## config.mk

```make
export PLATFORM = sky130hd
export DESIGN_NAME = bus_arb_top
export DESIGN_NICKNAME = d
export VERILOG_FILES = /design/src/rtl/arb_pkg.sv /design/src/rtl/arb_irq_detect.sv /design/src/rtl/arb_pick.sv /design/src/rtl/arb_grant_decode.sv /design/src/rtl/bus_arb_top.sv
export SDC_FILE = /design/constraint.sdc
export NUM_CORES = 1
export LEC_CHECK = 0
export CORE_AREA = 2 2 39 41
export DETAILED_ROUTE_END_ITERATION = 10
export DIE_AREA = 0 0 41 43
export DONT_BUFFER_PORTS = 1
export GPL_TIMING_DRIVEN = 0
export PLACE_DENSITY = 0.49
export SYNTH_ARGS = -nofsm -noshare
export SYNTH_HDL_FRONTEND = slang
export SYNTH_HIERARCHICAL = 1
export SYNTH_SLANG_ARGS = --single-unit
```

## constraint.sdc

```tcl
create_clock -name clk -period 4.4 [get_ports clk]
set_clock_uncertainty 0.15 [all_clocks]
set_input_delay 0.44 -clock clk [delete_from_list [all_inputs] [get_ports clk]]
set_output_delay 0.44 -clock clk [all_outputs]
set_load 0.01 [all_outputs]
```

## src/rtl/arb_pkg.sv

```systemverilog
package arb_pkg;
  localparam int NREQ    = 3;
  localparam int IDX_DMA = 0;
  localparam int IDX_XFR = 1;
  localparam int IDX_DBG = 2;

  typedef enum logic [2:0] {
    OWN_CPU = 3'd0,
    OWN_DMA = 3'd1,
    OWN_XFR = 3'd2,
    OWN_DBG = 3'd3,
    OWN_EXT = 3'd4,
    OWN_RET = 3'd5
  } owner_e;

  function automatic logic level_beats_mask(input logic pend,
                                            input logic [7:0] lvl,
                                            input logic [7:0] mask);
    return pend && (lvl > mask);
  endfunction
endpackage

```

## src/rtl/arb_irq_detect.sv

```systemverilog
module arb_irq_detect #(
  parameter int LVL_W = 4
) (
  input  logic             irq_pend,
  input  logic [LVL_W-1:0] irq_lvl,
  input  logic [LVL_W-1:0] irq_mask,
  output logic             irq_cond
);
  import arb_pkg::*;
  localparam int PADW = 8 - LVL_W;

  logic [7:0] lvl_ext, mask_ext;

  generate
    if (PADW > 0) begin : g_pad
      assign lvl_ext  = {{PADW{1'b0}}, irq_lvl};
      assign mask_ext = {{PADW{1'b0}}, irq_mask};
    end else begin : g_nopad
      assign lvl_ext  = irq_lvl[7:0];
      assign mask_ext = irq_mask[7:0];
    end
  endgenerate

  assign irq_cond = level_beats_mask(irq_pend, lvl_ext, mask_ext);
endmodule

```

## src/rtl/arb_pick.sv

```systemverilog
module arb_pick (
  input  arb_pkg::owner_e       owner,
  input  logic [arb_pkg::NREQ-1:0] req,
  input  logic [arb_pkg::NREQ-1:0] burst,
  input  logic [arb_pkg::NREQ-1:0] prot,
  input  logic                  ext_req,
  output arb_pkg::owner_e       winner,
  output logic                  dbg_blocked,
  output logic                  dma_keeps
);
  import arb_pkg::*;

  always_comb begin
    dbg_blocked = ((owner == OWN_DMA) && burst[IDX_DMA]) ||
                  ((owner == OWN_XFR) && burst[IDX_XFR]);
    dma_keeps   = (owner == OWN_DMA) && req[IDX_DMA] &&
                  (burst[IDX_DMA] || prot[IDX_DMA]);
    if (ext_req)                            winner = OWN_EXT;
    else if (req[IDX_DBG] && !dbg_blocked)  winner = OWN_DBG;
    else if (dma_keeps)                     winner = OWN_DMA;
    else if (req[IDX_XFR])                  winner = OWN_XFR;
    else if (req[IDX_DMA])                  winner = OWN_DMA;
    else                                    winner = OWN_CPU;
  end
endmodule

```

## src/rtl/arb_grant_decode.sv

```systemverilog
module arb_grant_decode (
  input  arb_pkg::owner_e          owner,
  output logic                     gnt_cpu,
  output logic [arb_pkg::NREQ-1:0] gnt,
  output logic                     ext_ack
);
  import arb_pkg::*;

  assign gnt_cpu      = (owner == OWN_CPU);
  assign gnt[IDX_DMA] = (owner == OWN_DMA);
  assign gnt[IDX_XFR] = (owner == OWN_XFR);
  assign gnt[IDX_DBG] = (owner == OWN_DBG);
  assign ext_ack      = (owner == OWN_EXT);
endmodule

```

## src/rtl/bus_arb_top.sv

```systemverilog
module bus_arb_top #(
  parameter int LVL_W = 4
) (
  input  logic             clk,
  input  logic             rst_n,
  input  logic [2:0]       req,
  input  logic [2:0]       burst,
  input  logic [2:0]       prot,
  input  logic             cyc_end,
  input  logic             atomic_lock,
  input  logic             split_busy,
  input  logic             ext_req,
  output logic             ext_ack,
  input  logic             irq_pend,
  input  logic [LVL_W-1:0] irq_lvl,
  input  logic [LVL_W-1:0] irq_mask,
  output logic             gnt_cpu,
  output logic [2:0]       gnt,
  output logic             reclaim_o
);
  import arb_pkg::*;

  owner_e owner_q, owner_nxt, winner;
  logic   hand_ok;
  logic   irq_cond;
  logic   dbg_blocked;
  logic   dma_keeps;
  logic   reclaim_q;

  assign hand_ok = cyc_end && !atomic_lock && !split_busy;

  arb_pick u_pick (
    .owner       (owner_q),
    .req         (req),
    .burst       (burst),
    .prot        (prot),
    .ext_req     (ext_req),
    .winner      (winner),
    .dbg_blocked (dbg_blocked),
    .dma_keeps   (dma_keeps)
  );

  arb_irq_detect #(.LVL_W(LVL_W)) u_irq (
    .irq_pend (irq_pend),
    .irq_lvl  (irq_lvl),
    .irq_mask (irq_mask),
    .irq_cond (irq_cond)
  );

  always_comb begin
    owner_nxt = owner_q;
    case (owner_q)
      OWN_EXT: if (!ext_req) owner_nxt = OWN_RET;
      OWN_RET: owner_nxt = OWN_CPU;
      default: if (hand_ok) owner_nxt = winner;
    endcase
  end

  always_ff @(posedge clk) begin
    if (!rst_n) begin
      owner_q   <= OWN_CPU;
      reclaim_q <= 1'b0;
    end else begin
      owner_q   <= owner_nxt;
      reclaim_q <= irq_cond && (owner_nxt != OWN_CPU);
    end
  end

  arb_grant_decode u_dec (
    .owner   (owner_q),
    .gnt_cpu (gnt_cpu),
    .gnt     (gnt),
    .ext_ack (ext_ack)
  );

  assign reclaim_o = reclaim_q;
endmodule

```

* Word level (Yosys, flattened, before mapping)
Cells that the tools add are included.
Storage, ports and cells: register bits 4, input port bits 24, output and inout port bits 6, word-level logic and storage cells 32
Cells by class: magnitude comparators 1, equal/unequal tests 5, multiplexer cells 8, reductions and logical operators 16
Operators with widths (count):
- 3-bit two-way mux | 6
- 1-bit logical AND | 9
- 3-bit by 2-bit == test with 1-bit output (second input constant) | 2
- 3-bit == test (second input constant) | 2
- 3-bit one-hot mux with 2 select lines | 1
- 4-bit greater-than comparator | 1
- 3-bit by 1-bit == test with 1-bit output (second input constant) | 1
- 1-bit zero test | 3
- 3-bit zero test | 1
- 3-bit nonzero test | 1
- 1-bit logical OR | 2
- 1-bit two-way mux | 1

* Logic depth before layout (Yosys ltp)
Gate-level depths: netlist of run 1.
depth after elaboration 11, gate-level depth with buffers 7, depth with buffers taken out 7

* Hierarchy
The synthesis of run 1 kept the hierarchy.
Modules (own cells, without submodules):
- bus_arb_top | times used 1, cells an instance 24, area each 222.7 um^2, seq. area each 80.1 um^2
- arb_irq_detect | times used 1, cells an instance 14, area each 98.8 um^2, seq. area each 0.0 um^2
- arb_pick | times used 1, cells an instance 12, area each 88.8 um^2, seq. area each 0.0 um^2
- arb_grant_decode | times used 1, cells an instance 5, area each 37.5 um^2, seq. area each 0.0 um^2

* Worst setup path before layout of run 1
OpenSTA, ideal clock, no wires.
path kind register to register, from register owner_q[0], to register reclaim_q (netlist: reclaim_o), library setup time 0.138 ns, data arrival time 1.849 ns, data required time 4.112 ns, setup slack 2.264 ns, cell stages (with the launch flop) 7, period minus slack after synthesis 2.136 ns, path through dfxtp_1 > nand2_1 > o41ai_2 > a21oi_1 > or3_4 > a2111oi_2 > a211oi_1
Between the ends: word-level cells in the longest chain between the ends 11
Ends and longest elaborated chain:
- from (decl) | RTL line bus_arb_top.sv:23 | owner_e owner_q, owner_nxt, winner;
- from (signal assigned) | RTL line bus_arb_top.sv:64 | owner_q <= owner_nxt;
- 3-bit by 1-bit == test with 1-bit output or 3-bit by 2-bit == test with 1-bit output (tied branches) | RTL line arb_pick.sv:14, arb_pick.sv:16, arb_pick.sv:15
- 1-bit logical AND, on equally long branches | RTL line arb_pick.sv:14, arb_pick.sv:15
- 1-bit logical OR | RTL line arb_pick.sv:14 | dbg_blocked = ((owner == OWN_DMA) && burst[IDX_DMA]) ||
- 1-bit zero test | RTL line arb_pick.sv:19 | else if (req[IDX_DBG] && !dbg_blocked) winner = OWN_DBG;
- 1-bit logical AND | RTL line arb_pick.sv:19
- 3-bit two-way mux * | RTL line arb_pick.sv:19
- 3-bit two-way mux * | RTL line arb_pick.sv:18 | if (ext_req) winner = OWN_EXT;
- named net winner[1] | RTL line bus_arb_top.sv:23
- 3-bit two-way mux * | RTL line bus_arb_top.sv:55 | default: if (hand_ok) owner_nxt = winner;
- 3-bit one-hot mux with 2 select lines * | RTL line bus_arb_top.sv:52 | case (owner_q)
- 3-bit nonzero test * | RTL line bus_arb_top.sv:65 | reclaim_q <= irq_cond && (owner_nxt != OWN_CPU);
- 1-bit logical AND * | RTL line bus_arb_top.sv:65
- to (signal assigned) | RTL line bus_arb_top.sv:65
- to (decl) | RTL line bus_arb_top.sv:28 | logic reclaim_q;
The timed path passes the listed nets; every way through them passes the cells marked *. A chain may end at the register's enable or synchronous reset.

* Worst setup path after layout of run 1
Ends and elaborated chain as after synthesis.

==> out/metrics.yaml, run 1 <==
critical_path:
  worst-path-buf-inv: 0
  crit_family: "compound AO/OA/AOI/OAI gates"
  crit_path_end_kind: "register"
  reg2regPathDepth: 6
  crit_start: "owner_q[0]"
  cp_max_fo: 13
  worstSetupStartpointType: "register"
  cp_slowest_stage_delay_ns: 0.55
  path_depth: 6
  arrival_ns: 2.24
  path_cells: "nand2_1, o41ai_2, a21oi_1, or3_4, a2111oi_2, a211oi_1"
  required_ns: 4.35
  timing.rr.start: "owner_q[0]"
  r2r_setup_slack_ns: 2.11
  crit_slowest_cell: "dfxtp_1"
  crit_type: "reg2reg"
power:
  p_leak_nw: 0.184
  switching_share: 0.318
  power.density_mw_per_mm2: 269
  ir_drop_v: 0.000154
  pwr-share-seq: 0.379
  switching_power_mw: 0.0411
  clkPwrFrac: 0.356
  power_frac_comb: 0.264
  intPower_mw: 0.0881
clock_network:
  ctsResizeCount: 0
  clk_pin_slew_ns: 0.04
  clock_latency_ns: 0.24
  cts.sinks: 4
  ctsHoldBuffers: 0
  postCtsSetupBuffers: 0
  cts.htree.levels: 1
  numCtsBuffers: 3
  cts_tree: "built"
  root_buffer: "clkbuf_4"
  clockBufferDepth: 2
min_path:
  worstHoldStart: "rst_n"
  hp-class: "in2reg"
  min_path_cells: 2
global_routing:
  grt_max_degree: 14
  first_global_vias: 341
  antenna_found_initial: 0
  grt_first_pass_wirelength_mm: 1.26
  track_usage: 0.103
  grt_overflow: 0
sta:
  setup_viol: 0
  rsz0062_at_grt: "false"
  period_share: 0.521
  slew_violations: 0
  layout_setup_ws_ns: 2.11
  slew_headroom: 0.728
  fin_crit_ns: 2.29
  fin_setup_tns_ns: 0
  hold_viol: 0
  worst_pin_slew_ns: 0.408
  fmax_ghz: 0.436
layout:
  fillers: 158
  multi_input_area_um2: 328
  nets: 86
  syn_to_final_growth_pct: 9.71
  antennaDiodeCount: 0
  utilization: 0.347
  final_area_um2: 480
  drive_gt1_frac: 0.196
  fin_cells: 72
  regArea_um2: 80.1
yosys:
  syn_area_per_cell_um2: 8.26
  syn_nets: 81
  syn_area_um2: 438
  postSynthCellCount: 53
  synth_warnings: 6
detailed_routing:
  drc: 0
  dr_total_vias: 409
  routed_wl_um: 842
  dr.pass1.iters: 2
  drt_iter0_drc: 6
  drtAntennaViolNets: 0
  via_per_inst: 5.68
  routedWlPerCell_um: 11.7
floorplan:
  dieArea_mm2: 0.00176
  die_y_um: 43
  rows: 14
  die_x_um: 41
  ios: 30
  start_util: 0.316
  coreArea_mm2: 0.00138
place:
  place_area_um2: 458
  port_buffers: 0
  place.gp.congestion: 0.691
  dp.cells: 69
  hpwl_um: 677
  dp_slack_ns: 2.11
run:
  maxCapViolations: 0
run_status:
  outcome: "completed"
worst paths after layout:
path,endpoint
worst min register to register,owner_q[0]
worst max-delay path,reclaim_o
worst min-delay path,owner_q[2]
worst max register to register,reclaim_o
final cells by class:
class,count,share of cell area
buffer,1,0.0156
clock buffer,3,0.0469
inverter,6,0.0469
multi-input combinational,42,0.682
sequential,4,0.167
tap,16,0.0417
sequential cells by signal, indices dropped and copies added (netlist names):
| name | count |
|---|---|
| owner_q | 3 |
| reclaim_o | 1 |
layout by cell type, fill, tap and decap left out, types with 2 or more instances in the layout:
cell / instances
nor2_1: 3
clkbuf_4: 3
inv_1: 6
o21ai_0: 3
nor2b_1: 2
nand4bb_1: 2
a21oi_1: 4
nor3b_1: 3
ha_1: 4
dfxtp_1: 4
nand2_1: 4
through the flow:
step           power, mW  hold WS, ns
2_1_floorplan     0.0776        0.427
3_3_place_gp      0.0840        0.436
3_5_place_dp      0.0840        0.437
4_1_cts            0.131        0.187
5_1_grt            0.139        0.193
6_report           0.129        0.190
routing by layer:
metal	track usage	share of wire
met3	0.0524	0.084
met1	0.128	0.45
met2	0.156	0.47
met4	0.0200	0
met5	0	0
power groups by stage:
stage          combinational (mW)  clock [mW]  sequential (mW)
2_1_floorplan              0.0305           0           0.0471
3_3_place_gp               0.0343           0           0.0497
3_5_place_dp               0.0344           0           0.0495
4_1_cts                    0.0346      0.0473           0.0490
5_1_grt                    0.0391      0.0500           0.0504
6_report                   0.0341      0.0460           0.0490
(Power assumes the default switching activity.)
==> inputs of run 2 (changes only) <==
--- a/config.mk
+++ b/config.mk
@@ -10,7 +10,7 @@
 export DIE_AREA = 0 0 41 43
 export DONT_BUFFER_PORTS = 1
 export GPL_TIMING_DRIVEN = 0
-export PLACE_DENSITY = 0.49
+export PLACE_DENSITY = 0.51
 export SYNTH_ARGS = -nofsm -noshare
 export SYNTH_HDL_FRONTEND = slang
 export SYNTH_HIERARCHICAL = 1
==> constraint.sdc (replaced) <==
create_clock -name clk -period 2.1 [get_ports clk]
set_clock_uncertainty 0.15 [all_clocks]
set_input_delay 0.21 -clock clk [delete_from_list [all_inputs] [get_ports clk]]
set_output_delay 0.21 -clock clk [all_outputs]
set_load 0.01 [all_outputs]
==> run 2 against run 1 <==
Flip-flop and latch count unchanged. Worst hold slack worse by 0.13 ns. Combinational power rose to 3.0 times the previous value. Register-to-register slack worse by 2.0 ns. Non-clock buffer count up 6. Core utilization up 6.0 points. Cell area up 17%. Clock power up 100%. Maximum frequency up 14%. Critical endpoint unchanged. Largest power group unchanged. Highest routed layer unchanged.
==> out/metrics.yaml, run 2 (synthesis gave the netlist of run 1 again) <==
sta:
  fmax_ghz: 0.498  # +14%
  rsz0062_at_grt: "false"
  slew_headroom: 0.753  # +0.0250
  slew_violations: 0  # unchanged
  period_share: 0.956  # +0.435
  setup_viol: 0  # unchanged
  fin_crit_ns: 2.01  # -0.285 ns
  worst_pin_slew_ns: 0.370  # -0.0386 ns
  fin_setup_tns_ns: 0  # unchanged
  hold_viol: 0  # unchanged
layout:
  antennaDiodeCount: 0  # unchanged
  syn_to_final_growth_pct: 28.6
  drive_gt1_frac: 0.323  # +0.126
  fin_cells: 78  # +8.3%
  nets: 92  # +7.0%
  fillers: 143  # -9.5%
  top_register: "owner_q"
  largest_reg_flops: 3  # unchanged
  layout_common_cells: "6 x inv_1, 6 x buf_4, 4 x nand2_1, 4 x a21oi_1, 4 x ha_1"
clock_network:
  clockBufferDepth: 2  # unchanged
  clock_latency_ns: 0.23  # about the same
  numCtsBuffers: 3  # unchanged
  cts_tree: "built"
  clk_pin_slew_ns: 0.04  # about the same
  cts.sinks: 4  # unchanged
  cts.htree.levels: 1  # unchanged
  root_buffer: "clkbuf_4"
critical_path:
  crit_family: "simple AND/OR/NAND/NOR gates"
  crit_type: "reg2reg"
  cp_slowest_stage_delay_ns: 0.41  # -0.14 ns
  reg2regPathDepth: 7  # +1
  arrival_ns: 1.97  # -0.27 ns
  cp_max_fo: 12  # -1
  path_depth: 7  # +1
  worstSetupStartpointType: "register"
  path_cells: "buf_4, nand4bb_1, nand3_2, o2bb2ai_1, or3_4, a2111oi_4, a211oi_1"
  crit_path_end_kind: "register"
  required_ns: 2.06  # -2.29 ns
  crit_slowest_cell: "or3_4"
  worst-path-buf-inv: 1  # +1
run:
  maxCapViolations: 0  # unchanged
floorplan:
  start_util: 0.316  # unchanged
  die_y_um: 43  # unchanged
  rows: 14  # unchanged
  ios: 30  # unchanged
  die_x_um: 41  # unchanged
  coreArea_mm2: 0.00138  # unchanged
  dieArea_mm2: 0.00176  # unchanged
detailed_routing:
  routedWlPerCell_um: 12.7  # +8.2%
  routed_wl_um: 987  # +17%
  dr_total_vias: 438  # +7.1%
  drtAntennaViolNets: 0  # unchanged
  via_per_inst: 5.62  # -1.1%
  drt_iter0_drc: 5  # -1
  drc: 0  # unchanged
  dr.pass1.iters: 4  # +2
global_routing:
  first_global_vias: 390  # +14%
  antenna_found_initial: 0  # unchanged
  grt_max_degree: 13  # -1
  track_usage: 0.125  # +0.0222
  grt_first_pass_wirelength_mm: 1.50  # +19%
  grt_overflow: 0  # unchanged
power:
  power.density_mw_per_mm2: 526  # +96%
  p_leak_nw: 0.223  # +21%
  ir_drop_v: 0.000388  # +150%
min_path:
  hp-class: "in2reg"
  min_path_cells: 3  # +1
place:
  place.gp.congestion: 0.755  # +9.3%
  port_buffers: 0  # unchanged
  dp.cells: 69  # unchanged
run_status:
  outcome: "completed"
run 2: tightest hold or removal path: cells and delay by family:
family,cells,cell delay [ns]
and+or+nand+nor,2,0.12
AOI/OAI and AO/OA,1,0.07
run 2: path summary, 6_finish.rpt:
kind / from / to / slack [ns]
max: owner_q[0] / reclaim_o / 0.09
min: split_busy / owner_q[0] / 0.06
max reg2reg: owner_q[0] / reclaim_o / 0.09
min reg2reg: owner_q[0] / reclaim_o / 0.50
run 2: per-stage QoR:
step / hold WS (ns) / cell area [µm²] / utilization / total power, mW / setup slack, ns
6_report: 0.0611 / 563 / 0.407 / 0.296 / 0.0925
5_1_grt: 0.0619 / 563 / 0.407 / 0.323 / 0.00446
4_1_cts: 0.0427 / 533 / 0.385 / 0.292 / 0.00236
3_5_place_dp: 0.206 / 459 / 0.332 / 0.177 / -0.0603
3_3_place_gp: 0.209 / 459 / 0.332 / 0.176 / -0.0373
2_1_floorplan: 0.191 / 439 / - / 0.163 / 0.103
run 2: per-layer routing:
metal / global-route usage / share of wire
met3: 0.0838 / 0.13
met5: 0 / 0
met4: 0 / 0
met2: 0.188 / 0.46
met1: 0.157 / 0.41
run 2: cell type report:
| type | instances | area, µm² | share of cell area |
|---|---|---|---|
| clock buffer | 3 | 22.5 | 0.0400 |
| buffer | 1 | 7.51 | 0.0133 |
| multi-input combinational | 42 | 357 | 0.633 |
| sequential | 4 | 86.3 | 0.153 |
| tap | 16 | 20.0 | 0.0356 |
| timing repair buffer | 6 | 47.5 | 0.0844 |
| inverter | 6 | 22.5 | 0.0400 |
run 2: report_power, final:
part,internal [mW],leakage [nW],total [mW],switching [mW]
combinational,0.0532,0.175,0.101,0.0477
clock,0.0638,0.0138,0.0941,0.0302
sequential,0.0846,0.0342,0.101,0.0164
run 2: repair_timing:
item                                   CTS  global route
endpoints found under the hold margin    4             0
gates cloned                             0             0
hold buffers                             1             0
setup buffers                            5             0
setup endpoints to repair                1             2
pin swaps                                2             4
gates resized for setup                  2             5
==> inputs of run 3 (changes only) <==
--- a/config.mk
+++ b/config.mk
@@ -6,10 +6,10 @@
 export NUM_CORES = 1
 export LEC_CHECK = 0
 export CORE_AREA = 2 2 39 41
+export CTS_BUF_LIST = sky130_fd_sc_hd__clkbuf_8
 export DETAILED_ROUTE_END_ITERATION = 10
 export DIE_AREA = 0 0 41 43
 export DONT_BUFFER_PORTS = 1
-export GPL_TIMING_DRIVEN = 0
 export PLACE_DENSITY = 0.51
 export SYNTH_ARGS = -nofsm -noshare
 export SYNTH_HDL_FRONTEND = slang
==> run 3 against run 2 <==
The flow now finishes with violations (negative hold slack). Core utilization shrank 1.1 points. Global-route usage grew 0.80 points. Maximum frequency is 3.3% higher. Via count is 2.7% lower. Register-to-register slack better by 0.06 ns. Sequential power down 6%. Combinational power about the same. Flip-flop and latch count is the same. First-iteration DRC count grew 60%. Cell area is 2.7% lower. Wire length rose by 1.0%.
==> out/metrics.yaml, run 3 (synthesis gave the netlist of run 1 again) <==
run_status:
  outcome: "finished with violations"
  violations: "negative hold slack"
detailed_routing:
  drc: 0  # unchanged
  via_per_inst: 5.61  # -0.18%
  routedWlPerCell_um: 13.1  # +3.7%
  drt_iter0_drc: 8  # +3
  dr.pass1.iters: 2  # -2
  routed_wl_um: 997  # +1.0%
  drtAntennaViolNets: 0  # unchanged
  dr_total_vias: 426  # -2.7%
sta:
  fin_crit_ns: 1.94  # -0.0644 ns
  fin_setup_tns_ns: 0  # unchanged
  worst_pin_slew_ns: 0.394  # +0.0241 ns
  layout_setup_ws_ns: 0.157  # +0.0644 ns
  hold_viol: 1  # +1
  slew_violations: 0  # unchanged
  setup_viol: 0  # unchanged
  fmax_ghz: 0.515  # +3.3%
  hold-worst-slack_ns: -0.00638  # -0.0674 ns
  slew_headroom: 0.736  # -0.0161
  period_share: 0.925  # -0.0307
  rsz0062_at_grt: "false"
layout:
  top_register: "owner_q"
  utilization: 0.396  # -0.0109
  drive_gt1_frac: 0.250  # -0.0726
  nets: 90  # -2.2%
  fin_cells: 76  # -2.6%
  layout_common_cells: "6 x inv_1, 4 x nand2_1, 4 x a21oi_1, 4 x buf_4, 4 x ha_1"
  syn_to_final_growth_pct: 25.1
  antennaDiodeCount: 0  # unchanged
  largest_reg_flops: 3  # unchanged
  mostFrequentLayoutCell: "inv_1"
  fillers: 149  # +4.2%
  final_area_um2: 548  # -2.7%
clock_network:
  clockBufferDepth: 2  # unchanged
  numCtsBuffers: 3  # unchanged
  root_buffer: "clkbuf_8"
  clock_latency_ns: 0.22  # about the same
  cts_tree: "built"
  cts.sinks: 4  # unchanged
  cts.htree.levels: 1  # unchanged
  clk_pin_slew_ns: 0.03  # about the same
floorplan:
  die_y_um: 43  # unchanged
  ios: 30  # unchanged
  start_util: 0.316  # unchanged
  dieArea_mm2: 0.00176  # unchanged
  coreArea_mm2: 0.00138  # unchanged
  die_x_um: 41  # unchanged
  rows: 14  # unchanged
place:
  dp.cells: 71  # +2.9%
  port_buffers: 0  # unchanged
  place_area_um2: 474  # +3.3%
  hpwl_um: 788
  dp_slack_ns: -0.00462  # +0.0556 ns
  place.gp.congestion: 0.784  # +3.9%
critical_path:
  r2r_setup_slack_ns: 0.16  # +0.06 ns
  worstSetupStartpointType: "register"
  reg2regPathDepth: 6  # -1
  arrival_ns: 1.88  # -0.09 ns
  cp_max_fo: 8  # -4
  r2r-end: "reclaim_o"
  crit_type: "reg2reg"
  required_ns: 2.04  # -0.02 ns
  timing.rr.start: "owner_q[0]"
  crit_path_end_kind: "register"
min_path:
  hp-class: "in2reg"
  worstHoldStart: "rst_n"
  min_path_cells: 2  # -1
  whs_endpoint: "reclaim_o"
global_routing:
  grt_max_degree: 10  # -3
  track_usage: 0.133  # +0.00802
  first_global_vias: 412  # +5.6%
  grt_first_pass_wirelength_mm: 1.60  # +6.9%
  antenna_found_initial: 0  # unchanged
  grt_overflow: 0  # unchanged
power:
  p_total_mw: 0.356  # +20%
  power.density_mw_per_mm2: 650  # +24%
  ir_drop_v: 0.000248  # -36%
  p_leak_nw: 0.216  # -3.3%
run:
  maxCapViolations: 0  # unchanged
-- run 3: changes by cell type in the layout (fill, tap and decap cells not counted) --
cell      delta
nand3_2      -1
o41ai_4      -1
nand3_1      +1
clkbuf_4     -3
buf_4        -2
clkbuf_8     +3
dfxtp_1      +2
o41ai_2      +1
dfxtp_2      -2
-- run 3: power by group --
part	switching, mW	leakage [nW]	internal, mW
registers	0.0107	0.0334	0.0840
clock network	0.0394	0.0216	0.122
logic	0.0500	0.161	0.0497
total	0.100	0.216	0.256
-- run 3: timing repair --
item	CTS	global route
hold endpoints to repair	3	0
buffers inserted	0	1
hold buffers	1	0
setup endpoints to repair	1	1
gates cloned	0	0
pin swaps	1	4
gates resized for setup	0	3
-- run 3: routing by layer --
layer | GRT usage | vias to the layer above | wire (µm)
li1 | - | 215 | -
met1 | 0.183 | 192 | 465
met2 | 0.188 | 19 | 460
met3 | 0.0209 | 0 | 70
met4 | 0.0800 | 0 | 0
met5 | 0 | - | 0
-- run 3: worst max-delay path by stage --
stage,start,endpoint,slack [ns],cells past startpoint
floorplan,owner_q[0],reclaim_o,0.10,6
global placement,owner_q[0],reclaim_o,0.03,6
detailed placement,owner_q[0],reclaim_o,-0.005,6
CTS,owner_q[0],reclaim_o,0.05,6
global route,owner_q[0],reclaim_o,0.05,6
finish,owner_q[0],reclaim_o,0.16,6
-- run 3: critical path, stage by stage (launching register included) --
cell	delay [ns]
dfxtp_4	0.38
nand2_1	0.07
o41ai_2	0.32
a21oi_1	0.14
or3_4	0.37
a2111oi_4	0.29
a211oi_1	0.08
-- run 3: final cells by class --
cell class | count | area [µm²] | share of cell area
Clock buffer | 3 | 41.3 | 0.0753
Timing Repair Buffer | 5 | 40.0 | 0.0731
Tap cell | 16 | 20.0 | 0.0365
Sequential cell | 4 | 83.8 | 0.153
Inverter | 6 | 22.5 | 0.0411
Multi-Input combinational cell | 42 | 340 | 0.621
